==> config.mk <==
export PLATFORM = sky130hd
export DESIGN_NAME = vram_dma_engine
export DESIGN_NICKNAME = d
export VERILOG_FILES = /design/src/rtl/vdma_pkg.sv /design/src/rtl/vdma_index.sv /design/src/rtl/vdma_cursor.sv /design/src/rtl/vram_dma_engine.sv
export SDC_FILE = /design/constraint.sdc
export NUM_CORES = 1
export LEC_CHECK = 0
export BUFFER_PORTS_ARGS = -buffer_cell sky130_fd_sc_hd__buf_2
export CORE_MARGIN = 2
export CORE_UTILIZATION = 46
export CTS_CLUSTER_SIZE = 8
export DETAILED_ROUTE_END_ITERATION = 6
export GPL_TIMING_DRIVEN = 1
export PLACE_DENSITY = 0.88
export SLEW_MARGIN = 5
export SYNTH_ARGS = -nofsm -noshare
export SYNTH_HDL_FRONTEND = slang
export SYNTH_SLANG_ARGS = --single-unit
==> constraint.sdc <==
create_clock -name clk -period 2.85 [get_ports clk]
set_input_delay 0.7125 -clock clk [delete_from_list [all_inputs] [get_ports clk]]
set_output_delay 0.7125 -clock clk [all_outputs]
set_load 0.03 [all_outputs]
==> src/rtl/vdma_pkg.sv <==
package vdma_pkg;

    typedef enum logic [1:0] {
        ST_IDLE   = 2'd0,
        ST_FIRST  = 2'd1,
        ST_WAIT   = 2'd2,
        ST_SECOND = 2'd3
    } vdma_state_e;

    typedef enum logic [1:0] {
        K_XFER = 2'd0,
        K_FILL = 2'd1,
        K_COPY = 2'd2
    } vdma_kind_e;

    localparam logic [1:0] TGT_NONE  = 2'b00;
    localparam logic [1:0] TGT_VRAM  = 2'b01;
    localparam logic [1:0] TGT_CRAM  = 2'b10;
    localparam logic [1:0] TGT_VSRAM = 2'b11;

    function automatic vdma_kind_e kind_of(input logic [1:0] code);
        if (!code[1])     return K_XFER;
        else if (!code[0]) return K_FILL;
        else              return K_COPY;
    endfunction

endpackage

==> src/rtl/vdma_index.sv <==
module vdma_index #(
    parameter int IDX_W       = 16,
    parameter int CRAM_DEPTH  = 64,
    parameter int VSRAM_DEPTH = 40,
    parameter int VSRAM_SPAN  = 64
) (
    input  logic [IDX_W-1:0] word_sel,
    output logic [IDX_W-1:0] cram_idx,
    output logic [IDX_W-1:0] vsram_idx,
    output logic             vsram_ok
);
    localparam int CW = $clog2(CRAM_DEPTH);
    localparam int VW = $clog2(VSRAM_SPAN);

    assign cram_idx  = {{(IDX_W-CW){1'b0}}, word_sel[CW-1:0]};
    assign vsram_idx = {{(IDX_W-VW){1'b0}}, word_sel[VW-1:0]};
    assign vsram_ok  = vsram_idx < IDX_W'(VSRAM_DEPTH);
endmodule

==> src/rtl/vdma_cursor.sv <==
module vdma_cursor #(
    parameter int ADDR_W = 16,
    parameter int SRC_W  = 24,
    parameter int LEN_W  = 16,
    parameter int INC_W  = 8
) (
    input  logic              clk,
    input  logic              rst_n,
    input  logic              load,
    input  logic [ADDR_W-1:0] load_addr,
    input  logic [SRC_W-1:0]  load_src,
    input  logic [LEN_W-1:0]  load_len,
    input  logic [INC_W-1:0]  load_inc,
    input  logic              advance,
    output logic [ADDR_W-1:0] addr,
    output logic [SRC_W-1:0]  src,
    output logic              last
);
    localparam int LOW_W = 8;

    logic [LEN_W-1:0] len_q;
    logic [INC_W-1:0] inc_q;

    always_ff @(posedge clk) begin
        if (!rst_n) begin
            addr  <= '0;
            src   <= '0;
            len_q <= '0;
            inc_q <= '0;
        end else if (load) begin
            addr  <= load_addr;
            src   <= load_src;
            len_q <= load_len;
            inc_q <= load_inc;
        end else if (advance) begin
            addr  <= addr + ADDR_W'(inc_q);
            src   <= {src[SRC_W-1:LOW_W], src[LOW_W-1:0] + LOW_W'(1)};
            len_q <= len_q - LEN_W'(1);
        end
    end

    assign last = (len_q == LEN_W'(1));

    // low source byte steps by one and never carries upward
    a_r7_src_low_wrap: assert property (@(posedge clk) disable iff (!rst_n)
        advance && !load |=> (src[LOW_W-1:0] == $past(src[LOW_W-1:0]) + LOW_W'(1))
                             && (src[SRC_W-1:LOW_W] == $past(src[SRC_W-1:LOW_W])));

    // address advances by the latched step per completed word
    a_r7_addr_step: assert property (@(posedge clk) disable iff (!rst_n)
        advance && !load |=> addr == $past(addr) + ADDR_W'($past(inc_q)));
endmodule

==> src/rtl/vram_dma_engine.sv <==
module vram_dma_engine
    import vdma_pkg::*;
#(
    parameter int ADDR_W      = 16,
    parameter int SRC_W       = 24,
    parameter int LEN_W       = 16,
    parameter int INC_W       = 8,
    parameter int DATA_W      = 16,
    parameter int CRAM_DEPTH  = 64,
    parameter int VSRAM_DEPTH = 40
) (
    input  logic              clk,
    input  logic              rst_n,
    input  logic              cfg_start,
    input  logic [1:0]        cfg_mode,
    input  logic [1:0]        cfg_target,
    input  logic [ADDR_W-1:0] cfg_addr,
    input  logic [INC_W-1:0]  cfg_inc,
    input  logic [SRC_W-1:0]  cfg_src,
    input  logic [LEN_W-1:0]  cfg_len,
    input  logic [DATA_W-1:0] cfg_fill,
    input  logic              dma_enable,
    input  logic              access_slot,
    output logic              ext_req,
    output logic [SRC_W-1:0]  ext_addr,
    input  logic              ext_valid,
    input  logic [DATA_W-1:0] ext_data,
    output logic [2:0]        mem_we,
    output logic [ADDR_W-1:0] mem_waddr,
    output logic [DATA_W-1:0] mem_wdata,
    output logic [2:0]        mem_re,
    output logic [ADDR_W-1:0] mem_raddr,
    input  logic [DATA_W-1:0] mem_rdata,
    output logic              busy,
    output logic [7:0]        status
);
    localparam int HALF_W   = DATA_W / 2;
    localparam int BUSY_BIT = 5;

    vdma_state_e       state, state_d;
    vdma_kind_e        kind_q;
    logic [1:0]        tgt_q;
    logic [DATA_W-1:0] fill_q, val_q, cap_val;
    logic              capture, advance, last, load, step;
    logic [ADDR_W-1:0] addr;
    logic [SRC_W-1:0]  src;
    logic [ADDR_W-1:0] d_cidx, d_vidx, s_cidx, s_vidx;
    logic              d_vok, s_vok;

    assign load = (state == ST_IDLE) && cfg_start;
    assign step = access_slot && dma_enable;

    vdma_cursor #(.ADDR_W(ADDR_W), .SRC_W(SRC_W), .LEN_W(LEN_W), .INC_W(INC_W)) cursor_i (
        .clk(clk), .rst_n(rst_n), .load(load),
        .load_addr(cfg_addr), .load_src(cfg_src), .load_len(cfg_len), .load_inc(cfg_inc),
        .advance(advance), .addr(addr), .src(src), .last(last)
    );

    // destination index from address/2, copy-source index from the low source byte
    vdma_index #(.IDX_W(ADDR_W), .CRAM_DEPTH(CRAM_DEPTH), .VSRAM_DEPTH(VSRAM_DEPTH)) dst_idx_i (
        .word_sel({1'b0, addr[ADDR_W-1:1]}), .cram_idx(d_cidx), .vsram_idx(d_vidx), .vsram_ok(d_vok)
    );
    vdma_index #(.IDX_W(ADDR_W), .CRAM_DEPTH(CRAM_DEPTH), .VSRAM_DEPTH(VSRAM_DEPTH)) src_idx_i (
        .word_sel({{(ADDR_W-8){1'b0}}, src[7:0]}), .cram_idx(s_cidx), .vsram_idx(s_vidx), .vsram_ok(s_vok)
    );

    // state register
    always_ff @(posedge clk) begin
        if (!rst_n) state <= ST_IDLE;
        else        state <= state_d;
    end

    // job configuration and held word
    always_ff @(posedge clk) begin
        if (!rst_n) begin
            kind_q <= K_XFER;
            tgt_q  <= TGT_NONE;
            fill_q <= '0;
            val_q  <= '0;
        end else begin
            if (load) begin
                kind_q <= kind_of(cfg_mode);
                tgt_q  <= cfg_target;
                fill_q <= cfg_fill;
            end
            if (capture) val_q <= cap_val;
        end
    end

    // next state and outputs
    always_comb begin
        state_d   = state;
        mem_we    = '0;
        mem_waddr = '0;
        mem_wdata = '0;
        mem_re    = '0;
        mem_raddr = '0;
        ext_req   = 1'b0;
        ext_addr  = '0;
        advance   = 1'b0;
        capture   = 1'b0;
        cap_val   = '0;
        unique case (state)
            ST_IDLE: begin
                if (cfg_start) state_d = ST_FIRST;
            end
            ST_FIRST, ST_WAIT: begin
                if (state == ST_WAIT || (step && kind_q == K_XFER && tgt_q != TGT_NONE)) begin
                    ext_req  = 1'b1;
                    ext_addr = src;
                    if (ext_valid) begin
                        case (tgt_q)
                            TGT_VRAM: begin
                                mem_we[0] = 1'b1;
                                mem_waddr = addr;
                                mem_wdata = {{HALF_W{1'b0}}, ext_data[DATA_W-1:HALF_W]};
                                capture   = 1'b1;
                                cap_val   = ext_data;
                                state_d   = ST_SECOND;
                            end
                            TGT_CRAM: begin
                                mem_we[1] = 1'b1;
                                mem_waddr = d_cidx;
                                mem_wdata = ext_data;
                                advance   = 1'b1;
                            end
                            default: begin
                                mem_we[2] = d_vok;
                                mem_waddr = d_vidx;
                                mem_wdata = ext_data;
                                advance   = 1'b1;
                            end
                        endcase
                    end else begin
                        state_d = ST_WAIT;
                    end
                end else if (step) begin
                    if (tgt_q == TGT_NONE) begin
                        advance = 1'b1;
                    end else if (kind_q == K_FILL) begin
                        case (tgt_q)
                            TGT_VRAM: begin
                                mem_we[0] = 1'b1;
                                mem_waddr = addr;
                                mem_wdata = {{HALF_W{1'b0}}, fill_q[HALF_W-1:0]};
                                state_d   = ST_SECOND;
                            end
                            TGT_CRAM: begin
                                mem_we[1] = 1'b1;
                                mem_waddr = d_cidx;
                                mem_wdata = fill_q;
                                advance   = 1'b1;
                            end
                            default: begin
                                mem_we[2] = d_vok;
                                mem_waddr = d_vidx;
                                mem_wdata = fill_q;
                                advance   = 1'b1;
                            end
                        endcase
                    end else begin
                        capture = 1'b1;
                        state_d = ST_SECOND;
                        case (tgt_q)
                            TGT_VRAM: begin
                                mem_re[0] = 1'b1;
                                mem_raddr = src[ADDR_W-1:0];
                                cap_val   = {{HALF_W{1'b0}}, mem_rdata[HALF_W-1:0]};
                            end
                            TGT_CRAM: begin
                                mem_re[1] = 1'b1;
                                mem_raddr = s_cidx;
                                cap_val   = mem_rdata;
                            end
                            default: begin
                                mem_re[2] = s_vok;
                                mem_raddr = s_vidx;
                                cap_val   = s_vok ? mem_rdata : '0;
                            end
                        endcase
                    end
                end
            end
            ST_SECOND: begin
                if (step) begin
                    advance = 1'b1;
                    if (kind_q == K_XFER) begin
                        mem_we[0] = 1'b1;
                        mem_waddr = addr ^ ADDR_W'(1);
                        mem_wdata = {{HALF_W{1'b0}}, val_q[HALF_W-1:0]};
                    end else if (kind_q == K_FILL) begin
                        mem_we[0] = 1'b1;
                        mem_waddr = addr ^ ADDR_W'(1);
                        mem_wdata = {{HALF_W{1'b0}}, fill_q[DATA_W-1:HALF_W]};
                    end else begin
                        case (tgt_q)
                            TGT_VRAM: begin
                                mem_we[0] = 1'b1;
                                mem_waddr = addr;
                                mem_wdata = {{HALF_W{1'b0}}, val_q[HALF_W-1:0]};
                            end
                            TGT_CRAM: begin
                                mem_we[1] = 1'b1;
                                mem_waddr = d_cidx;
                                mem_wdata = val_q;
                            end
                            default: begin
                                mem_we[2] = d_vok;
                                mem_waddr = d_vidx;
                                mem_wdata = val_q;
                            end
                        endcase
                    end
                end
            end
            default: state_d = ST_IDLE;
        endcase
        if (advance) state_d = last ? ST_IDLE : ST_FIRST;
    end

    assign busy   = (state != ST_IDLE);
    assign status = 8'(busy) << BUSY_BIT;

    // no strobe outside a slot unless a fetch is outstanding
    a_r3_quiet_outside_slot: assert property (@(posedge clk) disable iff (!rst_n)
        (state != ST_WAIT && !step) |-> (mem_we == 3'b000 && mem_re == 3'b000 && !ext_req));

    // an unanswered request stays up on the next cycle
    a_r9_req_held: assert property (@(posedge clk) disable iff (!rst_n)
        ext_req && !ext_valid |=> ext_req);

    // a VSRAM write never lands at or beyond the VSRAM depth
    a_r8_vsram_bound: assert property (@(posedge clk) disable iff (!rst_n)
        mem_we[2] |-> mem_waddr < ADDR_W'(VSRAM_DEPTH));

    // at most one memory strobe in any cycle
    a_r4_single_strobe: assert property (@(posedge clk) disable iff (!rst_n)
        $onehot0({mem_we, mem_re}));

    // the final word returns the engine to idle
    a_r7_last_word_idle: assert property (@(posedge clk) disable iff (!rst_n)
        advance && last |=> !busy);
endmodule

* Word-level counts from Yosys, hierarchy flattened
Cells that the tools add are included.
** Storage, ports and cells
- Flip-flop bits (word level) :: 102
- Input bits :: 122
- Word-level logic and storage cells :: 134
** Cells by class
- Add/sub/neg operators :: 3
- Order comparisons :: 2
- Equality and inequality tests :: 10
- Mux-type cells :: 93
- Bitwise operators :: 1
- Reductions and logical operators :: 15
** Operator list (number)
- two-way mux 16 bit :: 38
- one-hot mux 16 bit (2 select lines) :: 3
- two-way mux 24 bit :: 3
- two-way mux 3 bit :: 11
- two-way mux 2 bit :: 12
- two-way mux 1 bit :: 22
- adder 16 x 8 -> 16 bit :: 1
- == test 16 x 1 -> 1 bit, second input constant :: 1
- subtractor 16 x 1 -> 16 bit, second input constant :: 1
- < comparator 6 bit, second input constant :: 2
- adder 8 x 1 -> 8 bit, second input constant :: 1
- two-way mux 8 bit :: 1
- != test 4 bit, second input constant :: 2
- == test 2 x 1 -> 1 bit, second input constant :: 3
- == test 2 bit, second input constant :: 3
- zero test 2 bit :: 3
- one-hot mux 3 bit (2 select lines) :: 1
- nonzero test 2 bit :: 3
- logical AND 1 bit :: 4
- one-hot mux 2 bit (2 select lines) :: 1
- AND reduction 4 bit :: 1
- OR reduction 2 bit :: 2
- != test 3 bit, second input constant :: 1
- nonzero test 3 bit :: 1
- other kinds (3) :: 3

* Depth between registers and ports, before layout
Gate-level depths: netlist (run 1).
- Depth after elaboration :: 9
- Gate-level depth with buffers :: 10
- Mapped depth without buffers :: 9

* Hierarchy
From an unflattened synthesis (run 1), not the netlist that was laid out.
** Unflattened totals
- Cells, all modules :: 927
- Area total of the unflattened synthesis :: 7235.7 um2
** By module, submodules not included
- vram_dma_engine :: times used 1, cells an instance 475, area each 3410.8 um2, seq. area each 760.7 um2
- vdma_cursor :: times used 1, cells an instance 384, area each 3326.9 um2, seq. area each 1281.2 um2
- vdma_index :: times used 2, cells an instance 34, area each 249.0 um2, seq. area each 0.0 um2

* Worst setup path before layout (run 1)
Ideal clock, no wire load.
- Kind :: input-to-output
- Start :: input port access_slot
- End :: output port mem_waddr[1]
- Data arrival time :: 2.927 ns
- Data required time :: 2.138 ns
- Slack :: -0.789 ns
- Cell stages on the path :: 7
- Path buffers :: 1
- Path through :: and3b_1 > a21oi_1 > buf_2 > nand2_1 > a21oi_1 > o21bai_1 > nor4_1
** Between the ends
- Word-level cells in the longest chain between the ends :: 6
** RTL lines
- start: declaration :: RTL line vram_dma_engine.sv:23 : input logic access_slot,
- logical AND 1 bit * :: RTL line vram_dma_engine.sv:51 : assign step = access_slot && dma_enable;
- logical AND 1 bit (2 in series) :: RTL line vram_dma_engine.sv:108 : if (state == ST_WAIT || (step && kind_q == K_XFER && tgt_q != TGT_NONE)) begin
- logical OR 1 bit :: RTL line vram_dma_engine.sv:108
- two-way mux 16 bit :: RTL line vram_dma_engine.sv:108
- one-hot mux 16 bit (2 select lines) * :: RTL line vram_dma_engine.sv:103 : unique case (state)
- end: declaration :: RTL line vram_dma_engine.sv:29 : output logic [ADDR_W-1:0] mem_waddr,
Mark *: on every way between the ends. The rest lies on a longest branch, timed or not.

* Worst setup path in the final report (run 1)
- Start :: register tgt_q[1]
- End :: output port mem_wdata[7]
** Between the ends
- Word-level cells in the longest chain between the ends :: 5
** RTL lines
- start: declaration :: RTL line vram_dma_engine.sv:42 : logic [1:0] tgt_q;
- start signal: assignment :: RTL line vram_dma_engine.sv:83 : tgt_q <= cfg_target;
- == test 2 x 1 -> 1 bit, or another cell as far along :: RTL line vram_dma_engine.sv:112 : case (tgt_q)
- two-way mux 16 bit, or another cell as far along :: RTL line vram_dma_engine.sv:112
- two-way mux 16 bit, or another cell as far along :: RTL line vram_dma_engine.sv:111 : if (ext_valid) begin
- two-way mux 16 bit * :: RTL line vram_dma_engine.sv:108
- one-hot mux 16 bit (2 select lines) * :: RTL line vram_dma_engine.sv:103
- end: declaration :: RTL line vram_dma_engine.sv:30 : output logic [DATA_W-1:0] mem_wdata,
Marked as above.

==> metrics, run 1 <==
status=complete, but fails checks; failing checks=DRC, setup timing; hold slack=0.460 ns; largest cells by area after synthesis=dfxtp_1 33%, a21oi_1 9.5%, nand2_1 8.5%; largest net degree at the start of global routing=65; WL per Instance=19.6 µm; Post-synth EDFFs=0; cts bufs inserted=9; commonest non-fill, non-tap cell in the layout=buf_2; Area after DPL=0.00774 mm²; Ports=210; average size of a mapped cell=7.38 µm²; Die Y=119 µm; Final setup viols=72; CP Cell Sequence=inv_2, ha_4, and3b_2, buf_6, a21oi_4, buf_6, buf_8, nand3_1, nand2_1, a21oi_1, nor2_1, buf_2; Worst path most repeated cell=buf_6; Synth Register Bits=102; gr usage total=0.302; post-synth top area cell=dfxtp_1; Critical Path AT=2.55 ns; commonest cells after routing, fill and taps aside=133 x buf_2, 124 x nand2_1, 101 x a21oi_1; Post-layout nets=1194; Final period util=1.14; Setup TNS=-14.62 ns; top_reg_cell synth=dfxtp_1; vias in the first global route=6828; min cycle time layout=3.26 ns; CP Launch Type=register; cell area after layout=0.00928 mm²; DRT iter0 DRCs=901; via count=7504; slew margin rel.=0.139; worst-path maximum fanout=5; placed cells=1185; first-pass GRT wire length=34.5 mm; number of fill cells=907; FFs w/ async S/R, synth=0; setup slack, reg-to-reg=0.02 ns; VDD IR-drop max=471 µV; Mapped Cells=827; Worst Path Buf+Inv=5; CP top delay family=buffers and inverters; LEAKAGE=3.83 nW; RePlAce Congestion=0.999; Root Buffer Master=clkbuf_16; die width=119 µm; Layout Skew=0.00949 ns; layout cells sized above 1=0.411; Initial Util=0.466; Fmax=306 MHz; Final Util=0.709; clk buf depth=2; core outline area=0.0131 mm²; part of the Yosys area used for sequential elements=0.335; Finished Layout Cells=1234; max-cap violations=0; max incr delay on CP=0.34 ns; Worst Slack Setup Final=-0.413 ns; row count=42; WP data required=2.14 ns; hold violation count in the final report=0; WS Path Type=reg2out; PortBufs=202; Distinct cells, synth=58; via/cell ratio=6.08; Post-CTS Hold Fix Bufs=0; drc violations=10; Sequential Area=0.00205 mm²; Slew Viols, Final=0; worst slack, placed=-0.0685 ns; Power Density=729 mW/mm²; RSZ-0062 raised after global routing=yes; Critical-path top delay cell=dfxtp_2; Post-Route WL=24.2 mm; top cell type's share of synthesized area=0.335; Worst Hold Class=reg2reg; insertion delay to the later sink of the worst-skew pair=0.36 ns; drt first pass iters=7; total of warnings raised by yosys=0; overall power=6.76 mW; CTS clock-pin slew for the worst setup and hold paths=0.07 ns; diode count=0; Die Area=0.0142 mm²; kind of end point of the critical path=primary output; grt ovf=0; Detail Route Antenna Nets=0; worst slew pin tran=1.28 ns; detailed placer's ending HPWL=14.4 mm; Syn-to-layout area delta=52.1%; multi-input logic area=0.00444 mm²; Syn Std Cell Area=0.00610 mm²; CTS Sinks=102; Max H-tree Level=3; initial antenna violation count=0; TritonCTS clock tree=done
[per-layer routing]
layer	GRT usage	share of wire
met3	0.0709	0.097
met4	0.115	0.050
met2	0.500	0.48
met1	0.382	0.38
met5	0	0
[synthesized netlist by cell type (9+ instances only)]
| cell | n |
|---|---|
| nand3_1 | 26 |
| nor4_1 | 15 |
| dfxtp_1 | 102 |
| inv_1 | 16 |
| a221oi_1 | 9 |
| a21oi_1 | 116 |
| nand2_1 | 138 |
| nor2_1 | 48 |
| buf_4 | 9 |
| xor2_1 | 10 |
| o21ai_0 | 46 |
| xnor2_1 | 22 |
| ha_1 | 18 |
| and2_1 | 22 |
| and3_1 | 38 |
| clkbuf_1 | 56 |
| nor3_1 | 29 |
[area by class of cell]
cell class / count / area share
Timing Repair Buffer: 280 / 0.237
Sequential cell: 102 / 0.220
Clock inverter: 4 / 0.00580
Multi-Input combinational cell: 642 / 0.478
Clock buffer: 12 / 0.0266
Inverter: 18 / 0.00782
Tap cell: 176 / 0.0237
[where the power goes]
group          internal (mW)  switching (mW)  total [mW]  leakage [nW]
Sequential              1.73           0.354        2.08         0.839
Combinational           1.33            2.07        3.40          2.85
Clock                  0.709           0.566        1.28         0.139
Total                   3.77            2.99        6.76          3.83
[tightest hold or removal path, cell delays in order (launching register included)]
cell and delay, ns:
dfxtp_1 0.31, nand2_1 0.05, a21oi_1 0.05
[registers in the layout, indices dropped and copies added, names as in the netlist]
register,count
fill_q,16
state,2
kind_q,2
tgt_q,2
cursor_i.addr,16
val_q,16
cursor_i.src,24
cursor_i.inc_q,8
cursor_i.len_q,16
[logic make-up after synthesis]
kind of cell    Yosys count  synth area share
compound gates          222             0.217
xor+xnor                 32            0.0459
fa+ha+maj                19            0.0402
buf+inv                  89            0.0611
flops                   102             0.335
mux                      11            0.0197
other cells               1          0.000615
simple gates            351             0.281
[repair_timing]
action	CTS	global route
pin swaps	28	26
setup endpoints to repair	74	78
gates cloned	2	4
gates resized for setup	146	150
setup buffers	13	15
[path summary, 6_finish.rpt]
| check | startpoint | end | cells after the start |
|---|---|---|---|
| worst max-delay path | tgt_q[1]$_SDFFE_PN0P_ | mem_wdata[7] | 12 |
| worst min-delay path | cursor_i.src[18]$_SDFFE_PN0P_ | cursor_i.src[18]$_SDFFE_PN0P_ | 2 |
| worst max register to register | state[0]$_SDFFE_PN0P_ | val_q[9]$_SDFFE_PN0P_ | 8 |
| worst min register to register | cursor_i.src[18]$_SDFFE_PN0P_ | cursor_i.src[18]$_SDFFE_PN0P_ | 2 |
Power figures use the tool's default switching activity.
==> run 2: changes to the inputs <==
--- a/config.mk
+++ b/config.mk
@@ -6,7 +6,7 @@
 export NUM_CORES = 1
 export LEC_CHECK = 0
 export BUFFER_PORTS_ARGS = -buffer_cell sky130_fd_sc_hd__buf_2
-export CORE_MARGIN = 2
+export CORE_MARGIN = 8
 export CORE_UTILIZATION = 46
 export CTS_CLUSTER_SIZE = 8
 export DETAILED_ROUTE_END_ITERATION = 6
==> metrics, run 2 (synthesized netlist as in run 1, its figures left out) <==
commonest non-fill, non-tap cell in the layout=buf_2; worst-path maximum fanout=6; diode count=0; Fmax=334 MHz; die width=131 µm; drt first pass iters=5; Final Util=0.686; WS Path Type=reg2out; Syn-to-layout area delta=47.1%; core outline area=0.0131 mm²; Ports=210; cell area after layout=0.00897 mm²; max incr delay on CP=0.34 ns; hold slack=0.465 ns; cts bufs inserted=9; gr usage total=0.245; hold violation count in the final report=0; clk buf depth=2; Area after DPL=0.00776 mm²; Post-layout nets=1175; commonest cells after routing, fill and taps aside=134 x buf_2, 128 x nand2_1, 103 x a21oi_1; switching share of power=0.439; status=complete, but fails checks; LEAKAGE=3.75 nW; Global Route met1 Usage=0.292; largest net degree at the start of global routing=62; Post-Route WL=23.5 mm; Max H-tree Level=3; Root Buffer Master=clkbuf_16; Seq pwr share=0.320; slew margin rel.=0.340; Sw Pwr=2.85 mW; Setup TNS=-4.10 ns; RSZ-0062 raised after global routing=yes; Initial Util=0.466; CTS Sinks=102; Final setup viols=58; hold path start=cursor_i.src[20]$_SDFFE_PN0P_; failing checks=setup timing; kind of end point of the critical path=primary output; Worst Slack Setup Final=-0.147 ns; Worst Hold Class=reg2reg; detailed placer's ending HPWL=16.1 mm; multi-input logic area=0.00434 mm²; Layout Skew=0.00729 ns; VDD IR-drop max=413 µV; TritonCTS clock tree=done; Post-CTS Hold Fix Bufs=0; r2r startpoint=tgt_q[0]$_SDFFE_PN0P_; Detail Route Antenna Nets=0; CTS clock-pin slew for the worst setup and hold paths=0.07 ns; via count=7115; WP data required=2.14 ns; number of fill cells=994; RePlAce Congestion=0.923; CP Launch Type=register; Critical path origin=tgt_q[1]$_SDFFE_PN0P_; insertion delay to the later sink of the worst-skew pair=0.35 ns; Final period util=1.05; CP Cell Sequence=inv_2, ha_4, and3b_2, a21oi_4, buf_6, nor2_4, nand3_2, a21oi_4, buf_6, and2_4, buf_6; Critical-path top delay cell=dfxtp_2; CP top delay family=simple AND/OR/NAND/NOR gates; Sequential Area=0.00205 mm²; worst slew pin tran=0.989 ns; first-pass GRT wire length=34.9 mm; Logic pwr share=0.490; internal power=3.63 mW; Worst path most repeated cell=buf_6; register with the most flip-flops=cursor_i.src; min cycle time layout=3.00 ns; GR Util met2=0.402; Worst Path Buf+Inv=4; initial antenna violation count=1; Power Density=722 mW/mm²; drc violations=0; max FFs per register=24; vias in the first global route=6880; row count=42; max-cap violations=0; PortBufs=202; Die Area=0.0172 mm²; DRT iter0 DRCs=666; WL per Instance=19.3 µm; Critical Path AT=2.28 ns; GRT met3 Usage=0.0739; Slew Viols, Final=0; Die Y=131 µm; layout cells sized above 1=0.375; Most Crowded Layer GR=met2; Clk network pwr share=0.190; via/cell ratio=5.86; grt ovf=0
==> run 2: cell count changes in the layout (fill, tap and decap cells not counted), moves of 5 or more <==
cell and change:
buf_4 -13, and2_1 +9, and2_4 -9, nand2_2 -7, buf_6 -6, a22oi_1 +5, a22oi_2 -5, and3_4 -5
==> run 2: final cells by class <==
type	count	area share
multi-input combinational	642	0.483
sequential	102	0.228
clock buffer	11	0.0259
tap	176	0.0245
inverter	18	0.00809
clock inverter	5	0.00641
timing repair buffer	261	0.224
==> run 2: worst min-delay path, cell delays in order, from the launching register on <==
cell	delay (ns)
dfxtp_1	0.31
nand2_1	0.05
a21oi_1	0.05
==> run 2: power groups by stage <==
stage | clock network (mW) | registers, mW | logic (mW)
after global placement | 0 | 2.05 | 2.58
after global routing | 1.31 | 2.11 | 3.40
after floorplan | 0 | 1.96 | 1.94
after CTS | 1.25 | 2.05 | 2.77
after detailed placement | 0 | 2.06 | 2.64
final | 1.23 | 2.07 | 3.18
==> run 2: repair_timing <==
action                     in CTS  in global routing
setup endpoints to repair      72                 71
gates cloned                    2                  4
gates resized for setup       100                154
setup buffers                   2                  6
pin swaps                      10                  7
==> run 2: routing by layer <==
metal	share of wire	vias to the layer above
li1	-	3328
met1	0.39	3346
met5	0.00051	-
met3	0.089	69
met2	0.48	370
met4	0.035	2
==> run 2: path summary, 6_finish.rpt <==
check | end | slack (ns) | depth (start not counted)
min reg2reg | cursor_i.src[20]$_SDFFE_PN0P_ | 0.46 | 2
min | cursor_i.src[20]$_SDFFE_PN0P_ | 0.46 | 2
max reg2reg | cursor_i.addr[15]$_SDFFE_PN0P_ | 0.18 | 10
max | mem_waddr[13] | -0.15 | 11
==> run 2: metrics by stage <==
step / setup slack, ns / power [mW] / std cells
after floorplan: -0.0918 / 3.90 / 833
after global placement: -0.0344 / 4.63 / 1187
after detailed placement: -0.0679 / 4.71 / 1187
after CTS: -0.113 / 6.07 / 1207
after global routing: -0.224 / 6.83 / 1215
final: -0.147 / 6.48 / 1215
